**config.mk**
```make
export PLATFORM = sky130hd
export DESIGN_NAME = can_mode_ctrl
export DESIGN_NICKNAME = d
export VERILOG_FILES = /design/src/rtl/can_mode_pkg.sv /design/src/rtl/can_mode_regs.sv /design/src/rtl/can_mode_fsm.sv /design/src/rtl/can_mode_outs.sv /design/src/rtl/can_mode_ctrl.sv
export SDC_FILE = /design/constraint.sdc
export NUM_CORES = 1
export LEC_CHECK = 0
export BUFFER_PORTS_ARGS = -buffer_cell sky130_fd_sc_hd__buf_4
export CAP_MARGIN = 20
export CORE_MARGIN = 5
export CORE_UTILIZATION = 30
export DETAILED_ROUTE_END_ITERATION = 7
export PLACE_DENSITY_LB_ADDON = 0.25
export REMOVE_ABC_BUFFERS = 1
export SETUP_SLACK_MARGIN = 0.1
export SYNTH_ARGS = -nofsm -noshare
export SYNTH_HDL_FRONTEND = slang
export SYNTH_HIERARCHICAL = 1
export SYNTH_SLANG_ARGS = --single-unit
```
**constraint.sdc**
```tcl
create_clock -name clk -period 2.1 [get_ports clk]
set_clock_uncertainty 0.2 [all_clocks]
set_input_delay 0.42 -clock clk [delete_from_list [all_inputs] [get_ports clk]]
set_output_delay 0.42 -clock clk [all_outputs]
set_load 0.02 [all_outputs]
```
**src/rtl/can_mode_pkg.sv**
```systemverilog
package can_mode_pkg;

    // Register bit positions (decoded by software)
    localparam int unsigned BIT_DIS   = 0;
    localparam int unsigned BIT_FRZEN = 1;
    localparam int unsigned BIT_HALT  = 3;
    localparam int unsigned BIT_NRDY  = 4;
    localparam int unsigned MIN_W     = BIT_NRDY + 1;

    typedef enum logic [2:0] {
        ST_RUN      = 3'd0,
        ST_FRZ_PEND = 3'd1,
        ST_FROZEN   = 3'd2,
        ST_DIS_PEND = 3'd3,
        ST_OFF      = 3'd4
    } mode_e;

    typedef struct packed {
        logic dis;
        logic frz;
        logic halt;
    } ctrl_t;

endpackage

```
**src/rtl/can_mode_regs.sv**
```systemverilog
module can_mode_regs
    import can_mode_pkg::*;
#(
    parameter int unsigned DATA_W = 32
) (
    input  logic              clk,
    input  logic              rst_n,
    input  logic              soft_rst,
    input  logic              reg_wr,
    input  logic [DATA_W-1:0] reg_wdata,
    input  logic              nrdy,
    output ctrl_t             ctrl,
    output logic [DATA_W-1:0] reg_rdata
);

    localparam int unsigned PAD_W = DATA_W - MIN_W;

    ctrl_t ctrl_q;

    always_ff @(posedge clk or negedge rst_n) begin
        if (!rst_n) begin
            ctrl_q.dis  <= 1'b0;
            ctrl_q.frz  <= 1'b1;
            ctrl_q.halt <= 1'b1;
        end else if (soft_rst) begin
            ctrl_q.frz  <= 1'b1;
            ctrl_q.halt <= 1'b1;
        end else if (reg_wr) begin
            ctrl_q.dis  <= reg_wdata[BIT_DIS];
            ctrl_q.frz  <= reg_wdata[BIT_FRZEN];
            ctrl_q.halt <= reg_wdata[BIT_HALT];
        end
    end

    assign ctrl = ctrl_q;

    always_comb begin
        reg_rdata            = '0;
        reg_rdata[BIT_DIS]   = ctrl_q.dis;
        reg_rdata[BIT_FRZEN] = ctrl_q.frz;
        reg_rdata[BIT_HALT]  = ctrl_q.halt;
        reg_rdata[BIT_NRDY]  = nrdy;
    end

    logic unused_wbits;
    assign unused_wbits = ^{reg_wdata[DATA_W-1:BIT_NRDY], reg_wdata[2], PAD_W[0]};

    // soft reset keeps disable and restores freeze-enable and halt
    assert_softrst_keep_R3: assert property (@(posedge clk) disable iff (!rst_n)
        soft_rst |=> (ctrl_q.dis == $past(ctrl_q.dis)) && ctrl_q.frz && ctrl_q.halt);

    // without a strobe or soft reset the control bits hold
    assert_hold_R2: assert property (@(posedge clk) disable iff (!rst_n)
        (!reg_wr && !soft_rst) |=> $stable(ctrl_q));

endmodule

```
**src/rtl/can_mode_fsm.sv**
```systemverilog
module can_mode_fsm
    import can_mode_pkg::*;
(
    input  logic  clk,
    input  logic  rst_n,
    input  logic  soft_rst,
    input  ctrl_t ctrl,
    input  logic  dbg_req,
    input  logic  pe_idle,
    output mode_e mode
);

    mode_e st_q, st_d;
    logic  frz_req;

    assign frz_req = ctrl.frz && (ctrl.halt || dbg_req);

    always_ff @(posedge clk or negedge rst_n) begin
        if (!rst_n) st_q <= ST_FROZEN;
        else        st_q <= st_d;
    end

    always_comb begin
        st_d = st_q;
        if (soft_rst) begin
            st_d = ctrl.dis ? ST_OFF : ST_FROZEN;
        end else begin
            unique case (st_q)
                ST_RUN: begin
                    if (ctrl.dis)    st_d = ST_DIS_PEND;
                    else if (frz_req) st_d = ST_FRZ_PEND;
                end
                ST_FRZ_PEND: begin
                    if (ctrl.dis)     st_d = ST_DIS_PEND;
                    else if (!frz_req) st_d = ST_RUN;
                    else if (pe_idle)  st_d = ST_FROZEN;
                end
                ST_FROZEN: begin
                    if (ctrl.dis)     st_d = ST_OFF;
                    else if (!frz_req) st_d = ST_RUN;
                end
                ST_DIS_PEND: begin
                    if (!ctrl.dis)   st_d = ST_RUN;
                    else if (pe_idle) st_d = ST_OFF;
                end
                ST_OFF: begin
                    if (!ctrl.dis)   st_d = ST_RUN;
                end
                default: st_d = ST_FROZEN;
            endcase
        end
    end

    assign mode = st_q;

    // freeze taken one clock after idle is seen while pending
    assert_frz_entry_R4: assert property (@(posedge clk) disable iff (!rst_n)
        (st_q == ST_FRZ_PEND && !soft_rst && !ctrl.dis && frz_req && pe_idle) |=> st_q == ST_FROZEN);

    // busy engine keeps freeze pending
    assert_frz_wait_R4: assert property (@(posedge clk) disable iff (!rst_n)
        (st_q == ST_FRZ_PEND && !soft_rst && !ctrl.dis && frz_req && !pe_idle) |=> st_q == ST_FRZ_PEND);

    // dropping freeze-enable leaves freeze
    assert_frz_exit_R5: assert property (@(posedge clk) disable iff (!rst_n)
        (st_q == ST_FROZEN && !soft_rst && !ctrl.dis && !ctrl.frz) |=> st_q == ST_RUN);

    // switch-off is reached only with disable set
    assert_off_needs_dis_R6: assert property (@(posedge clk) disable iff (!rst_n)
        $rose(st_q == ST_OFF) |-> $past(ctrl.dis));

    // freeze requests cannot pull the block out of switch-off
    assert_off_sticky_R7: assert property (@(posedge clk) disable iff (!rst_n)
        (st_q == ST_OFF && ctrl.dis && !soft_rst) |=> st_q == ST_OFF);

endmodule

```
**src/rtl/can_mode_outs.sv**
```systemverilog
module can_mode_outs
    import can_mode_pkg::*;
(
    input  mode_e mode,
    output logic  pe_clk_en,
    output logic  xfer_allow,
    output logic  err_cnt_wr_en,
    output logic  not_ready
);

    always_comb begin
        pe_clk_en     = 1'b1;
        xfer_allow    = 1'b0;
        err_cnt_wr_en = 1'b0;
        not_ready     = 1'b0;
        unique case (mode)
            ST_RUN:      xfer_allow = 1'b1;
            ST_FRZ_PEND: ;
            ST_DIS_PEND: ;
            ST_FROZEN: begin
                err_cnt_wr_en = 1'b1;
                not_ready     = 1'b1;
            end
            ST_OFF: begin
                pe_clk_en = 1'b0;
                not_ready = 1'b1;
            end
            default: not_ready = 1'b1;
        endcase
    end

endmodule

```
**src/rtl/can_mode_ctrl.sv**
```systemverilog
module can_mode_ctrl
    import can_mode_pkg::*;
#(
    parameter int unsigned DATA_W = 32
) (
    input  logic              clk,
    input  logic              rst_n,
    input  logic              soft_rst,
    input  logic              reg_wr,
    input  logic [DATA_W-1:0] reg_wdata,
    output logic [DATA_W-1:0] reg_rdata,
    input  logic              dbg_req,
    input  logic              pe_idle,
    output logic              pe_clk_en,
    output logic              xfer_allow,
    output logic              err_cnt_wr_en,
    output logic              not_ready
);

    ctrl_t ctrl;
    mode_e mode;

    can_mode_regs #(.DATA_W(DATA_W)) u_regs (
        .clk       (clk),
        .rst_n     (rst_n),
        .soft_rst  (soft_rst),
        .reg_wr    (reg_wr),
        .reg_wdata (reg_wdata),
        .nrdy      (not_ready),
        .ctrl      (ctrl),
        .reg_rdata (reg_rdata)
    );

    can_mode_fsm u_fsm (
        .clk      (clk),
        .rst_n    (rst_n),
        .soft_rst (soft_rst),
        .ctrl     (ctrl),
        .dbg_req  (dbg_req),
        .pe_idle  (pe_idle),
        .mode     (mode)
    );

    can_mode_outs u_outs (
        .mode          (mode),
        .pe_clk_en     (pe_clk_en),
        .xfer_allow    (xfer_allow),
        .err_cnt_wr_en (err_cnt_wr_en),
        .not_ready     (not_ready)
    );

    // error-counter writes only when frozen and clocked
    assert_ecnt_gate_R9: assert property (@(posedge clk) disable iff (!rst_n)
        err_cnt_wr_en |-> (not_ready && pe_clk_en));

    // transfers never start while not ready
    assert_xfer_R10: assert property (@(posedge clk) disable iff (!rst_n)
        xfer_allow |-> (!not_ready && !err_cnt_wr_en));

    // clock stopped implies not ready
    assert_nrdy_off_R8: assert property (@(posedge clk) disable iff (!rst_n)
        !pe_clk_en |-> not_ready);

endmodule

```
==> results.toml <==
[run_status]
status = "complete, no violations"

[power]
cellLeakagePower_nw = 0.386
power_density_nw_per_um2 = 1040
peakVddDrop_uv = 478

[sta]
fin_setup_tns_ps = 0
slew_viol_final = 0
whs_ps = 191
rsz0062_at_grt = "no"
finalHoldViolations = 0
finalCritPeriodShare = 0.932
timing.final.ws_setup_ps = 143
min_period_ps = 1960
setup_viol = 0
fmax_mhz = 511

[worst_setup_path]
r2r_slack_ps = 140
end_kind = "flip-flop"
required_ps = 2020
critPathLaunch = "u_fsm/mode[1]"
cpPeakStageDelay_ps = 380
reg2regPathDepth = 4
crit_chain = "or3b_1, a211o_1, a221o_1, mux2_4"
crit_arrival_ps = 1880
r2r_start = "u_fsm/mode[1]"
crit_path_end = "u_fsm/mode[0]"
worst_path_max_delay_cell = "dfstp_2"
path_max_fanout = 4
r2r-end = "u_fsm/mode[0]"
worstSetupStartpointType = "flip-flop"
path_class = "flip-flop to flip-flop"

[floorplanning]
die_area_um2 = 3170
die_w_um = 56.3
core_um2 = 2000
die_y_um = 56.3
ios = 74
start_util = 0.321
fp-row-count = 16

[min_path]
hold_path_class = "primary input to flip-flop"

[clock_tree]
htreeDepth = 1
cts.sinks = 6
cts_tree = "yes"
path_clk_slew_ps = 40
clock_latency_ps = 240
clockBufferDepth = 2
ctsRootBufferMaster = "clkbuf_4"
cts_made_buffers = 3

[yosys]
synth_top_area_frac = 0.374
ys_types = 27
netlist_area_um2 = 643
synth_area_leaders = "buf_4 (37%), dfstp_2 (12%), dfrtp_1 (12%)"
yosys_warnings = 6
netlist_instances = 73
ys_seq_elements = 6
yosys.area.top_type = "buf_4"
avgSynthCellArea_um2 = 8.81
yosysSeqAreaShare = 0.239

[global_routing]
track_usage = 0.0725
grt_pass1_vias = 461
antenna_found_initial = 0
grt_max_degree = 12
grt_pass1_wl_mm = 1.83
grt_remaining_overflow = 0

[place]
numPortBuffers = 16
dp_slack_ps = -53.0
dp_hpwl_mm = 1.04
gp_congestion = 0.766

[detailed_routing]
dr_total_vias = 490
drtIter0Drc = 3
avgRoutedWirePerCell_um = 10.4
firstDrtPassIters = 3
totalWireLength_mm = 1.25
avgViaCountPerCell = 4.05
drc = 0
final_antenna_net_count = 0

[flow_run]
maxCapViolCount = 0

[finish]
layout.nets = 133
drive_gt1_frac = 0.362
synthToLayoutAreaGrowth_pct = 15.0
fillers = 218
num_antenna_cells = 0
cells in the final DEF (no fill, tap or decap), types with 2 or more instances in the layout:
cell       n
dfstp_2    3
a211o_2    2
conb_1    28
clkbuf_4   3
nand2_1    2
a21o_1     2
inv_1      2
nor2_1     5
buf_4     20
dfrtp_1    3
nor2b_1    3
mux2_4     2
repair_timing:
action / CTS / global route
setup buffers: 2 / 0
setup endpoints to repair: 1 / 1
endpoints found under the hold margin: 6 / 0
cloned: 0 / 0
pin swaps: 3 / 1
resized for setup: 3 / 0
hold buffers: 1 / 0
state kept, by name, summed over array words and instances (netlist names):
signal / cells
u_fsm/mode: 3
u_regs/ctrl: 3
worst max-delay path: cells and delay by family (launching register included):
kind             cells  cell delay (ps)
multiplexers         1              310
AO/OA/AOI/OAI        2              600
AND/OR/NAND/NOR      1              350
flip-flops           1              380
through the flow:
stage               instances  total power, mW  cell area [µm²]  utilization
CTS                       121            0.776              739        0.369
finish                    121            0.771              739        0.369
floorplan                  68            0.449              504            -
global route              121            0.832              739        0.369
global placement          114            0.609              681        0.340
detailed placement        114            0.615              681        0.340
how the worst min path moves through the flow:
stage	from	end	cells after the start
final	reg_wdata[3]	u_regs/ctrl[0]	2
after global routing	reg_wdata[3]	u_regs/ctrl[0]	2
after CTS	reg_wdata[3]	u_regs/ctrl[0]	2
after detailed placement	rst_n	u_regs/ctrl[2]	1
after global placement	rst_n	u_regs/ctrl[2]	1
after floorplan	rst_n	u_fsm/mode[0]	0
cell type report:
type | count | area (µm²) | share of cell area
Clock buffer | 4 | 26.3 | 0.0355
Inverter | 3 | 11.3 | 0.0152
Multi-Input combinational cell | 59 | 343 | 0.464
Sequential cell | 6 | 154 | 0.208
Tap cell | 27 | 33.8 | 0.0457
Timing Repair Buffer | 22 | 171 | 0.232
cell families (layout without fill, tap and decap cells):
family / after synthesis / count (layout) / synth area share
muxes: 3 / 3 / 0.0584
other: 1 / 28 / 0.00583
DFF: 6 / 6 / 0.239
AOI/OAI and AO/OA: 13 / 13 / 0.163
buffers and inverters: 35 / 29 / 0.391
and+or+nand+nor: 15 / 15 / 0.142
synthesized netlist by cell type:
| master | n |
|---|---|
| conb_1 | 1 |
| mux2_4 | 1 |
| a211o_1 | 1 |
| nor2b_4 | 1 |
| nor2_1 | 5 |
| inv_1 | 2 |
| a21o_1 | 2 |
| o21ai_0 | 1 |
| or3b_1 | 1 |
| a31oi_1 | 1 |
| nor3_1 | 1 |
| mux2_1 | 2 |
| dfrtp_1 | 3 |
| a221o_1 | 1 |
| nand2b_1 | 1 |
| a221oi_1 | 1 |
| a21oi_1 | 1 |
| buf_4 | 32 |
| a2bb2oi_1 | 1 |
| nor3b_2 | 1 |
| dfstp_2 | 3 |
| nand2_1 | 2 |
| nor2b_1 | 3 |
| a211o_2 | 2 |
| a32oi_1 | 1 |
| a2111oi_0 | 1 |
| inv_2 | 1 |
routing by layer:
metal,track usage,vias to the layer above,wire (µm),part of all wire
li1,-,231,-,-
met1,0.0733,214,483,0.39
met2,0.117,43,536,0.43
met3,0.0321,2,227,0.18
met4,0.0542,0,7,0.0056
met5,0,-,0,0
power by group:
group / internal, mW / total (mW) / switching, mW / leakage, nW
Sequential: 0.151 / 0.188 / 0.0373 / 0.0692
Clock: 0.0720 / 0.114 / 0.0423 / 0.0150
Combinational: 0.223 / 0.469 / 0.246 / 0.302
Total: 0.445 / 0.771 / 0.326 / 0.386
(Power assumes the default switching activity.)
